--- config.mk ---
export PLATFORM = sky130hd
export DESIGN_NAME = geo_queue_status
export DESIGN_NICKNAME = d
export VERILOG_FILES = /design/src/rtl/geoq_pkg.sv /design/src/rtl/geoq_level_calc.sv /design/src/rtl/geoq_err_hold.sv /design/src/rtl/geoq_irq_gen.sv /design/src/rtl/geo_queue_status.sv
export SDC_FILE = /design/constraint.sdc
export NUM_CORES = 1
export LEC_CHECK = 0
export BUFFER_PORTS_ARGS = -buffer_cell sky130_fd_sc_hd__clkbuf_2
export CAP_MARGIN = 10
export CORE_ASPECT_RATIO = 0.7
export CORE_UTILIZATION = 33
export DETAILED_ROUTE_END_ITERATION = 8
export GPL_TIMING_DRIVEN = 1
export PLACE_DENSITY = 0.95
export RECOVER_POWER = 25
export SYNTH_ARGS = -nofsm -noshare
export SYNTH_HDL_FRONTEND = slang
export SYNTH_SLANG_ARGS = --single-unit
--- constraint.sdc ---
create_clock -name clk -period 3 [get_ports clk]
set_input_delay 0 -clock clk [delete_from_list [all_inputs] [get_ports clk]]
set_output_delay 0 -clock clk [all_outputs]
set_load 0.05 [all_outputs]
--- src/rtl/geoq_pkg.sv ---
package geoq_pkg;

    localparam int GQ_DEPTH = 256;
    localparam int GQ_CNT_W = $clog2(GQ_DEPTH + 2);
    localparam int GQ_HALF  = GQ_DEPTH / 2;

    typedef enum logic [1:0] {
        IRQ_OFF   = 2'd0,
        IRQ_HALF  = 2'd1,
        IRQ_EMPTY = 2'd2,
        IRQ_RSVD  = 2'd3
    } irq_mode_e;

    // Status word, MSB first.
    typedef struct packed {
        irq_mode_e           mode;
        logic [1:0]          zero_hi;
        logic                busy;
        logic                empty;
        logic                lt_half;
        logic [GQ_CNT_W-1:0] count;
        logic                stk_err;
        logic                proj_lvl;
        logic [13:0]         zero_lo;
    } status_t;

    function automatic logic irq_wanted(irq_mode_e m, logic lt_half, logic empty);
        case (m)
            IRQ_HALF:  irq_wanted = lt_half;
            IRQ_EMPTY: irq_wanted = empty;
            default:   irq_wanted = 1'b0;
        endcase
    endfunction

endpackage

--- src/rtl/geoq_level_calc.sv ---
module geoq_level_calc #(
    parameter int CNT_W = 9,
    parameter int HALF  = 128
) (
    input  logic [CNT_W-1:0] q_count,
    input  logic             swap_pend,
    input  logic             exec_busy,
    output logic [CNT_W-1:0] count,
    output logic             lt_half,
    output logic             empty,
    output logic             busy
);
    always_comb begin
        count   = q_count + CNT_W'(swap_pend);
        lt_half = (count < CNT_W'(HALF));
        empty   = (count == '0);
        busy    = exec_busy | swap_pend;
    end
endmodule

--- src/rtl/geoq_err_hold.sv ---
module geoq_err_hold (
    input  logic clk,
    input  logic rst,
    input  logic err_set,
    input  logic lvl_load,
    input  logic lvl_value,
    input  logic clr,
    output logic stk_err,
    output logic proj_lvl
);
    always_ff @(posedge clk) begin
        if (rst) begin
            stk_err  <= 1'b0;
            proj_lvl <= 1'b0;
        end else begin
            if (err_set)  stk_err <= 1'b1;
            else if (clr) stk_err <= 1'b0;
            if (lvl_load) proj_lvl <= lvl_value;
            else if (clr) proj_lvl <= 1'b0;
        end
    end
endmodule

--- src/rtl/geoq_irq_gen.sv ---
module geoq_irq_gen
    import geoq_pkg::*;
(
    input  logic       clk,
    input  logic       rst,
    input  logic       mode_wr,
    input  logic [1:0] mode_in,
    input  logic       lt_half,
    input  logic       empty,
    output irq_mode_e  mode,
    output logic       irq
);
    always_ff @(posedge clk) begin
        if (rst) begin
            mode <= IRQ_OFF;
            irq  <= 1'b0;
        end else begin
            if (mode_wr) mode <= irq_mode_e'(mode_in);
            irq <= irq_wanted(mode, lt_half, empty);
        end
    end
endmodule

--- src/rtl/geo_queue_status.sv ---
module geo_queue_status
    import geoq_pkg::*;
#(
    parameter int CNT_W = GQ_CNT_W,
    parameter int HALF  = GQ_HALF
) (
    input  logic             clk,
    input  logic             rst,
    input  logic             wr_en,
    input  logic [1:0]       wr_half,
    input  logic [31:0]      wr_data,
    output logic [31:0]      rd_data,
    input  logic [CNT_W-1:0] q_count,
    input  logic             exec_busy,
    input  logic             swap_pend,
    input  logic             err_set,
    input  logic             lvl_load,
    input  logic             lvl_value,
    output logic             irq
);
    logic [CNT_W-1:0] count;
    logic             lt_half, empty, busy, stk_err, proj_lvl;
    logic             clr_err, mode_wr;
    irq_mode_e        mode;
    status_t          st;

    assign clr_err = wr_en & wr_half[0] & wr_data[15];
    assign mode_wr = wr_en & wr_half[1];

    geoq_level_calc #(.CNT_W(CNT_W), .HALF(HALF)) u_lvl (
        .q_count(q_count), .swap_pend(swap_pend), .exec_busy(exec_busy),
        .count(count), .lt_half(lt_half), .empty(empty), .busy(busy)
    );

    geoq_err_hold u_err (
        .clk(clk), .rst(rst), .err_set(err_set), .lvl_load(lvl_load),
        .lvl_value(lvl_value), .clr(clr_err),
        .stk_err(stk_err), .proj_lvl(proj_lvl)
    );

    geoq_irq_gen u_irq (
        .clk(clk), .rst(rst), .mode_wr(mode_wr), .mode_in(wr_data[31:30]),
        .lt_half(lt_half), .empty(empty), .mode(mode), .irq(irq)
    );

    always_comb begin
        st          = '0;
        st.mode     = mode;
        st.busy     = busy;
        st.empty    = empty;
        st.lt_half  = lt_half;
        st.count    = GQ_CNT_W'(count);
        st.stk_err  = stk_err;
        st.proj_lvl = proj_lvl;
        rd_data     = st;
    end
endmodule

# Yosys cells after proc, flatten, opt, wreduce, memory -nomap -nowiden
# Cells that the tools add are included.
# op_classes
addsub,1
mul,0
div_mod_pow,0
n_lt_le_gt_ge,1
eq_ne,2
n_shift,0
n_mux,4
bitwise_logic,4
reduce_logical,3
# ops
cell,count
adder 9 x 1 -> 9 bit,1
zero test 9 bit,1
"less-than comparator 9 x 8 -> 1 bit, second input constant",1
nonzero test 2 bit,2
AND 1 bit,3
two-way mux 1 bit,3
"equality test 2 x 1 -> 1 bit, second input constant",1
"equality test 2 bit, second input constant",1
one-hot mux 1 bit (2 select lines),1
OR 1 bit,1
# word_totals
ff_bits,5
latch_bits,0
ramBits,0
mem_bits_ro,0
in_bits,51
out_inout_bits,33
memories,0

# Depth between registers and ports, before layout
# depth
ltp_word,4
depth_mapped,8
ltp_nobuf,7

# Modules after synthesis
# From an unflattened synthesis, not the netlist that was laid out.
# hier_totals
cells_unflattened,75
area_unflattened_um2,618.1
# by_module_without_submodules
mod,instances,cells_each,area_each_um2,seq_area_each_um2
geoq_level_calc,1,30,239.0,0.0
geo_queue_status,1,24,173.9,0.0
geoq_irq_gen,1,13,132.6,60.1
geoq_err_hold,1,8,72.6,40.0

# Worst setup path before layout
# No wires, ideal clock.
# synth_timing
path_type,input port to output port
start,input port q_count[0]
end,output port rd_data[26]
t_arrival_ns,1.935
t_required_ns,3.000
setup_slack_ns,1.065
cell_stages,8
path_buffers,1
cell_sequence,ha_1 ha_1 nand2_1 nor2_1 xor2_1 nor2_1 and4_1 buf_4
# synth_via
elab_chain_cells,2
# synth_lines
element,line,text
start: declaration,geo_queue_status.sv:13,"input logic [CNT_W-1:0] q_count,"
adder 9 x 1 -> 9 bit,geoq_level_calc.sv:14,count = q_count + CNT_W'(swap_pend);
via rd_data[22],geo_queue_status.sv:12,"output logic [31:0] rd_data,"
zero test 9 bit,geoq_level_calc.sv:16,empty = (count == '0);
end: declaration,geo_queue_status.sv:12,
# The timed path passes the listed nets, and every way through them passes these cells.

# Final worst setup path
# layout_timing
start,input port q_count[0]
end,output port rd_data[26]
# layout_via
elab_chain_cells,2
# layout_lines
element,line
adder 9 x 1 -> 9 bit,geoq_level_calc.sv:14
zero test 9 bit,geoq_level_calc.sv:16
# No other way between the ends.

==> metrics <==
Initial Util=36.7%; syn avg cell area=8.05 um2; Yosys cell types=22; number of core rows=12; CP Launch Point=q_count[0]; simple-gate portion of the synthesized area=27.0%; crit path capture type=output pin; Synth Area in XOR/XNOR=10.0%; global-route wire length before repair=1.88 mm; Post-Syn Instances=76; Area Overhead vs Synth=27.6%; # IOs=84; Int Pwr=0.000154 W; Final Hold Fails=0; Final min period=1.58 ns; fillers=165; DRC violation count after routing=0; CP Data Required Time=3.00 ns; clock sink count=5; Pre-antenna DRT Iters=4; Antenna Violating Nets Remaining=0; power per cell area=394 mW/mm2; Slew Viols, Final=0; status=finished clean; Worst Path Class, Setup=in2out; DIE AREA=0.00203 mm2; Slew headroom=60.9%; via/cell ratio=4.38; peak supply drop=0.199 mV; CTS buffer count=3; Routability Congestion=0.673; total global routing overflow=0; H-Tree Depth=1; total routed wirelength=1.33 mm; compound-gate portion of the synthesized area=7.77%; clock latency on the worst-skew pair=0.25 ns; Fmax=0.632 GHz; footprint of the multi-input gates=399 um2; largest family of logic cells by synthesized area=buffers and inverters; Final setup violation count=0; HP Start=wr_data[31]; area of the mapped netlist=612 um2; Net Sw Frac=49.9%; Worst Clk Skew=0.000304 ns; total area of sequential cells=100 um2; worst slew pin tran=0.589 ns; Worst EP arrival=1.58 ns; Max Root-Sink Buffers=2; Clock power frac=25.9%; Total Power=0.000307 W; via count=595; multiplexer area fraction after synthesis=2.45%; WL/cell=9.78 um; root buf cell=clkbuf_4; PortBufs=38; chip width=53.5 um; share of cells above drive strength 1=40.0%; vias in the first global route=457; post-route cell area=781 um2; initial antenna violation count=0; CP max FO=3; gr usage total=13.3%; Hold Crit Class=in2reg; Switching Power=0.000153 W; initial drt markers=8; ant diodes=0; clock-pin slew on the worst setup and hold paths=0.04 ns; RSZ-0062 raised after global routing=no; TritonCTS clock tree=built; sequential power share=23.3%; final worst-path cycle share=52.8%; nets=171; die height=38.0 um; post-DP HPWL=1.16 mm; combinational share of power=50.7%; P_leak=0.418 nW; Worst Setup Start Kind=primary input; placeable core region=0.00167 mm2; RR Startpoint=u_irq.mode[0]; Post-Synth Adder-Cell Area=8.18%; register area share after synthesis=16.4%; area post-placement=727 um2; Layout Cells excl Fill=136; Yosys warnings=0; largest net degree at the start of global routing=6; Seq cells post-synth=5; Total Neg Setup Slack=0 ns; Inst Count DP=129; max cap viols=0; post-CTS setup buffers=0
==> cells in the mapped netlist <==
master | count | area (um2)
o22ai_2 | 1 | 12.5
buf_4 | 21 | 158
ha_1 | 4 | 50.1
conb_1 | 1 | 3.75
mux2_4 | 1 | 15.0
nand2_1 | 5 | 18.8
nand3_1 | 8 | 40.0
nor2_1 | 6 | 22.5
and2_1 | 1 | 6.26
nand3_4 | 1 | 17.5
a21oi_1 | 4 | 20.0
dfxtp_1 | 5 | 100
xnor2_1 | 3 | 26.3
o211a_1 | 1 | 10.0
nor4bb_1 | 1 | 10.0
xor2_1 | 4 | 35.0
and4_1 | 1 | 8.76
o21ai_0 | 1 | 5.00
nor4_2 | 1 | 12.5
and3_4 | 2 | 22.5
or2_2 | 1 | 6.26
inv_1 | 3 | 11.3
==> metal layers <==
layer  vias up  global-route usage [%]  wire, um
li1        295                       -         -
met4         0                    3.95        10
met3         2                    4.37        94
met2        33                    25.6       702
met1       265                    13.6       522
met5         -                       0         0
==> critical path: stages <==
cell and delay [ns]:
clkbuf_2 0.08, ha_1 0.20, ha_1 0.22, nand2_1 0.09, o21ai_0 0.09, mux2_4 0.27, o22ai_2 0.15, and4_1 0.20
clkbuf_2 0.27
==> state kept, by name, summed over array words and instances, names as in the netlist <==
register        cells
u_irq.mode          2
u_err.proj_lvl      1
u_err.stk_err       1
u_irq.irq           1
==> logic make-up after synthesis <==
family                     count (synthesis)
xor gates and xnor gates                   7
muxes                                      1
adders and majority gates                  4
other                                      1
and+or+nand+nor                           27
buffers and inverters                     24
AOI/OAI and AO/OA                          7
DFF                                        5
==> layout make-up <==
cell class	count	share of cell area (%)
multi-input cells	62	51.1
repair buffers	41	27.9
flip-flops and latches	5	12.8
clock buffers	4	3.37
well taps	21	3.37
inverters	3	1.44
==> through the flow <==
| step | setup WS, ns | util [%] | hold WS, ns |
|---|---|---|---|
| 2_1_floorplan | 1.06 | - | 0.0691 |
| 3_5_place_dp | 1.39 | 43.6 | 0.227 |
| 5_1_grt | 1.29 | 46.8 | 0.0279 |
| 4_1_cts | 1.39 | 47.0 | 0.00441 |
| 3_3_place_gp | 1.39 | 43.6 | 0.208 |
| 6_report | 1.42 | 46.8 | 0.00403 |
==> placed cells by master (no fill, tap or decap), drive strengths merged, types with 3 or more instances in the layout <==
master | netlist | routed
conb | 1 | 16
a21oi | 4 | 4
xnor2 | 3 | 3
xor2 | 4 | 4
ha | 4 | 4
nand2 | 5 | 5
dlygate4sd3 | 0 | 3
clkbuf | 0 | 42
nor2 | 6 | 6
nand3 | 9 | 9
dfxtp | 5 | 5
inv | 3 | 3
==> path summary, 6_finish.rpt <==
check	cells after the start	slack, ns	to
max	9	1.42	rd_data[26]
min	3	0.004	u_irq.mode[1]
max reg2reg	5	1.81	u_irq.irq
min reg2reg	2	0.51	u_irq.mode[1]
==> what timing repair did <==
item | in CTS | in global routing
resized for setup | 0 | 0
endpoints found under the hold margin | 4 | 0
hold buffers | 3 | 0
==> power by group through the flow <==
| stage | registers, W | logic, W | clock network (W) |
|---|---|---|---|
| 6_report | 0.0000718 | 0.000156 | 0.0000797 |
| 5_1_grt | 0.0000723 | 0.000165 | 0.0000809 |
| 4_1_cts | 0.0000718 | 0.000157 | 0.0000807 |
| 3_5_place_dp | 0.0000729 | 0.000153 | 0 |
| 3_3_place_gp | 0.0000727 | 0.000150 | 0 |
| 2_1_floorplan | 0.0000769 | 0.000134 | 0 |
Power figures use the tool's default switching activity.
